`config.mk`:
```
export PLATFORM = sky130hd
export DESIGN_NAME = dbg_status_ctrl
export DESIGN_NICKNAME = d
export VERILOG_FILES = /design/src/rtl/dbgst_pkg.sv /design/src/rtl/dbgst_status_bank.sv /design/src/rtl/dbgst_imprecise.sv /design/src/rtl/dbgst_irq_gate.sv /design/src/rtl/dbg_status_ctrl.sv
export SDC_FILE = /design/constraint.sdc
export NUM_CORES = 1
export LEC_CHECK = 0
export BUFFER_PORTS_ARGS = -buffer_cell sky130_fd_sc_hd__buf_2
export CAP_MARGIN = 20
export CORE_MARGIN = 2
export CORE_UTILIZATION = 34
export CTS_CLUSTER_SIZE = 28
export DETAILED_ROUTE_END_ITERATION = 7
export PLACE_DENSITY = 0.83
export SLEW_MARGIN = 15
export SYNTH_ARGS = -nofsm -noshare
export SYNTH_HDL_FRONTEND = slang
export SYNTH_SLANG_ARGS = --single-unit
export TNS_END_PERCENT = 100
```
`constraint.sdc`:
```
create_clock -name clk -period 0.9 [get_ports clk]
set_input_delay 0.18 -clock clk [delete_from_list [all_inputs] [get_ports clk]]
set_output_delay 0.18 -clock clk [all_outputs]
set_load 0.005 [all_outputs]
```
`src/rtl/dbgst_pkg.sv`:
```
package dbgst_pkg;

  localparam int unsigned EVT_COUNT = 12;

  // status bit index of each event source
  typedef enum logic [3:0] {
    EV_IADDR   = 4'd0,
    EV_DADDR   = 4'd1,
    EV_TRAP    = 4'd2,
    EV_BRANCH  = 4'd3,
    EV_ICMPL   = 4'd4,
    EV_INTTKN  = 4'd5,
    EV_RETURN  = 4'd6,
    EV_UNCOND  = 4'd7,
    EV_EXT0    = 4'd8,
    EV_EXT1    = 4'd9,
    EV_CRITINT = 4'd10,
    EV_CRITRET = 4'd11
  } evt_idx_e;

endpackage

```
`src/rtl/dbgst_status_bank.sv`:
```
module dbgst_status_bank #(
  parameter int unsigned N = dbgst_pkg::EVT_COUNT
) (
  input  logic         clk,
  input  logic         rst_n,
  input  logic [N-1:0] evt,
  input  logic [N-1:0] clr,
  output logic [N-1:0] bits_q
);

  for (genvar i = 0; i < N; i++) begin : g_bit
    logic en;
    logic nxt;

    // a new event wins over a clear in the same cycle
    always_comb begin
      en  = evt[i] | clr[i];
      nxt = evt[i];
    end

    always_ff @(posedge clk or negedge rst_n) begin
      if (!rst_n) begin
        bits_q[i] <= 1'b0;
      end else if (en) begin
        bits_q[i] <= nxt;
      end
    end
  end

endmodule

```
`src/rtl/dbgst_imprecise.sv`:
```
module dbgst_imprecise #(
  parameter int unsigned N = dbgst_pkg::EVT_COUNT
) (
  input  logic         clk,
  input  logic         rst_n,
  input  logic [N-1:0] evt,
  input  logic         dbg_en,
  input  logic         ext_mode_sel,
  input  logic [N-1:0] sw_own,
  input  logic         clr,
  output logic         flag_q
);

  logic [N-1:0] eligible;
  logic         set;
  logic         en;
  logic         nxt;

  always_comb begin
    // in external mode only software-owned resources count
    eligible = ext_mode_sel ? sw_own : {N{1'b1}};
    set      = (|(evt & eligible)) & ~dbg_en;
    en       = set | clr;
    nxt      = set;  // set wins over clear
  end

  always_ff @(posedge clk or negedge rst_n) begin
    if (!rst_n) begin
      flag_q <= 1'b0;
    end else if (en) begin
      flag_q <= nxt;
    end
  end

endmodule

```
`src/rtl/dbgst_irq_gate.sv`:
```
module dbgst_irq_gate #(
  parameter int unsigned N = dbgst_pkg::EVT_COUNT
) (
  input  logic [N-1:0] bits_q,
  input  logic         dbg_en,
  input  logic         int_mode_en,
  input  logic         aux_en,
  output logic         irq,
  output logic         use_crit
);

  always_comb begin
    // pending bits are delivered once both enables are true
    irq      = (|bits_q) & dbg_en & int_mode_en;

    use_crit = ~aux_en;
  end

endmodule

```
`src/rtl/dbg_status_ctrl.sv`:
```
module dbg_status_ctrl #(
  parameter int unsigned NUM_EVT = dbgst_pkg::EVT_COUNT,
  localparam int unsigned WD_W   = NUM_EVT + 1
) (
  input  logic               clk,
  input  logic               rst_n,
  input  logic [NUM_EVT-1:0] evt_pulse,
  input  logic               dbg_en,
  input  logic               int_mode_en,
  input  logic               ext_mode_sel,
  input  logic [NUM_EVT-1:0] sw_own,
  input  logic               aux_en,
  input  logic               wr_en,
  input  logic [WD_W-1:0]    wr_data,
  output logic [NUM_EVT-1:0] status,
  output logic               imprecise,
  output logic               irq,
  output logic               use_crit_pair
);

  logic [NUM_EVT-1:0] clr_bits;
  logic               clr_imp;

  always_comb begin
    clr_bits = wr_data[NUM_EVT-1:0] & {NUM_EVT{wr_en}};
    clr_imp  = wr_data[NUM_EVT] & wr_en;
  end

  dbgst_status_bank #(.N(NUM_EVT)) u_bank (
    .clk    (clk),
    .rst_n  (rst_n),
    .evt    (evt_pulse),
    .clr    (clr_bits),
    .bits_q (status)
  );

  dbgst_imprecise #(.N(NUM_EVT)) u_imp (
    .clk          (clk),
    .rst_n        (rst_n),
    .evt          (evt_pulse),
    .dbg_en       (dbg_en),
    .ext_mode_sel (ext_mode_sel),
    .sw_own       (sw_own),
    .clr          (clr_imp),
    .flag_q       (imprecise)
  );

  dbgst_irq_gate #(.N(NUM_EVT)) u_gate (
    .bits_q      (status),
    .dbg_en      (dbg_en),
    .int_mode_en (int_mode_en),
    .aux_en      (aux_en),
    .irq         (irq),
    .use_crit    (use_crit_pair)
  );

endmodule

```
==> results.cfg <==
[sta]
tightest_slew_ns = 0.305
setup_violations = 16
fin_setup_tns_ns = -3.36
rsz0062_at_grt = true
final.setup.worst_slack_ns = -0.546
slew_violations = 0
fin_skew_ns = 0
hold_viol_final = 0
maxSlewHeadroom = 0.797
period_needed_ns = 1.45
min_period_over_period = 1.61
fmax_ghz = 0.691

[logic_synthesis]
ys_seq_elements = 13
syn_area_um2 = 611
syn_area_per_cell_um2 = 9.39
yosysTopAreaCellShare = 0.533
synth_area_leaders = dfrtp_1, a21o_1, nand2_1
yosysUniqueCellTypes = 13
syn_inst = 65
yosys.area.top_type = dfrtp_1
yosysWarnings = 0
syn_nets = 109
synth-seq-area-share = 0.533

[worst_setup_path]
cp.arrival_ns = 1.27
critPathLaunch = u_bank.bits_q[1]$_DFFE_PN0P_
cp_max_fo = 2
r2r_cells = 4
reg2reg_from = u_bank.bits_q[1]$_DFFE_PN0P_
path_class = flop to primary output
crit_path_start_kind = flop
reg2reg_setup_slack_ns = -0.11
rr_endpoint = u_bank.bits_q[1]$_DFFE_PN0P_
critical-path-slowest-cell = dfrtp_1
cp-endpoint = irq
cp-end-kind = primary output
cpPeakStageDelay_ns = 0.41
cp.required_ns = 0.72
cp_cell_sequence = nor4_2 > a31oi_1 > buf_2

[detailed_routing]
postRouteAntennaNets = 0
drt_iter0_drc = 16
drc = 0
drt_first_pass_iters = 4
wl_um = 2490
via_count = 865
vias_per_cell = 5.06
wl_per_cell_um = 14.6

[final_layout]
area_growth_pct = 101
mostFrequentLayoutCells = buf_2, buf_6, nand2_1
fin_nets = 191
finalNonFillerCells = 171
final_common_cell = buf_2
drive_gt1_frac = 0.568
fin_util = 0.718
diodes = 0

[placement]
placed_cells = 161
hpwl_um = 1730
gp_routability_congestion = 0.747
portBuffers = 58

[global_route]
grt_pass1_wl_um = 3640
gr-total-overflow = 0
grt_max_degree = 14
antenna_found_initial = 0
grt_pass1_vias = 887
grtUsageTotal = 0.242

[die]
die-width_um = 46.4
dieHeight_um = 46.4
start_util = 0.358
die-area_um2 = 2150
core-area_um2 = 1710
rows = 15
io_pins = 59

[power_and_ir_drop]
total_power_w = 0.00145
max-vdd-ir-drop_uv = 817
cellLeakagePower_nw = 0.621
power.density_nw_per_um2 = 1180

[outcome]
status = complete, but fails checks
violations = negative setup slack

[clock_tree]
cts_tree = yes
clock-sinks = 13
cts_buffers = 3
cts_root_buffer = clkbuf_4
clkLatencyLatePin_ns = 0.27
htree_levels = 1
path_clk_slew_ns = 0.09
cts_buffer_depth = 2

[run]
cap_violations = 0

[worst_hold_path]
min_path_type = primary input to flop
[per-layer routing]
metal  track usage  share of wire  vias to the layer above  wire length [um]
li1              -              -                      395                 -
met1         0.251           0.35                      406               885
met2         0.444           0.55                       58              1370
met3        0.0471          0.075                        6               187
met4         0.137          0.021                        0                52
met5             0              0                        -                 0
[per-stage QoR]
stage | hold slack, ns | cell area (um^2) | setup WS (ns)
6_report | 0.0918 | 1230 | -0.546
2_1_floorplan | -0.116 | 611 | -0.0478
3_3_place_gp | 0.0716 | 1030 | -0.228
3_5_place_dp | 0.0860 | 1030 | -0.320
4_1_cts | 0.0914 | 1190 | -0.525
5_1_grt | 0.0849 | 1230 | -0.589
[how the worst min path moves through the flow]
stage	startpoint	end	slack, ns	cells past startpoint
global placement	rst_n	u_bank.bits_q[3]$_DFFE_PN0P_	0.07	1
floorplan	rst_n	u_bank.bits_q[0]$_DFFE_PN0P_	-0.12	0
global route	evt_pulse[7]	u_bank.bits_q[7]$_DFFE_PN0P_	0.08	2
CTS	evt_pulse[7]	u_bank.bits_q[7]$_DFFE_PN0P_	0.09	2
detailed placement	rst_n	u_bank.bits_q[10]$_DFFE_PN0P_	0.09	1
finish	evt_pulse[4]	u_bank.bits_q[4]$_DFFE_PN0P_	0.09	2
[cells by family after synthesis]
family | synth area share
buffers and inverters | 0.0205
DFF | 0.533
and+or+nand+nor | 0.180
AOI/OAI and AO/OA | 0.266
[area by class of cell]
type,count,area [um^2]
Timing Repair Buffer,78,554
Fill cell,137,482
Sequential cell,13,325
Multi-Input combinational cell,49,282
Tap cell,25,31.3
Clock buffer,4,26.3
Inverter,2,7.51
[sequential cells by signal, indices dropped and copies added (netlist names)]
register,flops
u_imp.flag_q,1
u_bank.bits_q,12
[power by group]
group | internal (W) | switching [W] | total [W] | leakage, nW
Combinational | 0.000265 | 0.000160 | 0.000425 | 0.475
Sequential | 0.000622 | 0.0000328 | 0.000655 | 0.130
Clock | 0.000171 | 0.000197 | 0.000368 | 0.0150
[what timing repair did]
action | CTS | global route
endpoints found under the hold margin | 13 | 0
endpoints found under the setup margin | 15 | 17
resized for setup | 23 | 7
hold buffers | 1 | 0
buffers inserted | 4 | 7
[Yosys cell counts]
master    count
nand2_1      16
dfrtp_1      13
a21o_1       12
o21ai_0      10
nand4_1       3
nor4_1        3
nand2b_1      2
a22oi_1       1
a31oi_1       1
buf_2         1
inv_1         1
inv_2         1
o31a_1        1
[worst max-delay path: cells and delay by family, from the launching register on]
kind / cells / cell delay, ns
AND/OR/NAND/NOR: 1 / 0.33
buffers and inverters: 1 / 0.14
AO/OA/AOI/OAI: 1 / 0.12
flip-flops: 1 / 0.41
No activity file was read; power rests on OpenSTA's default activity.
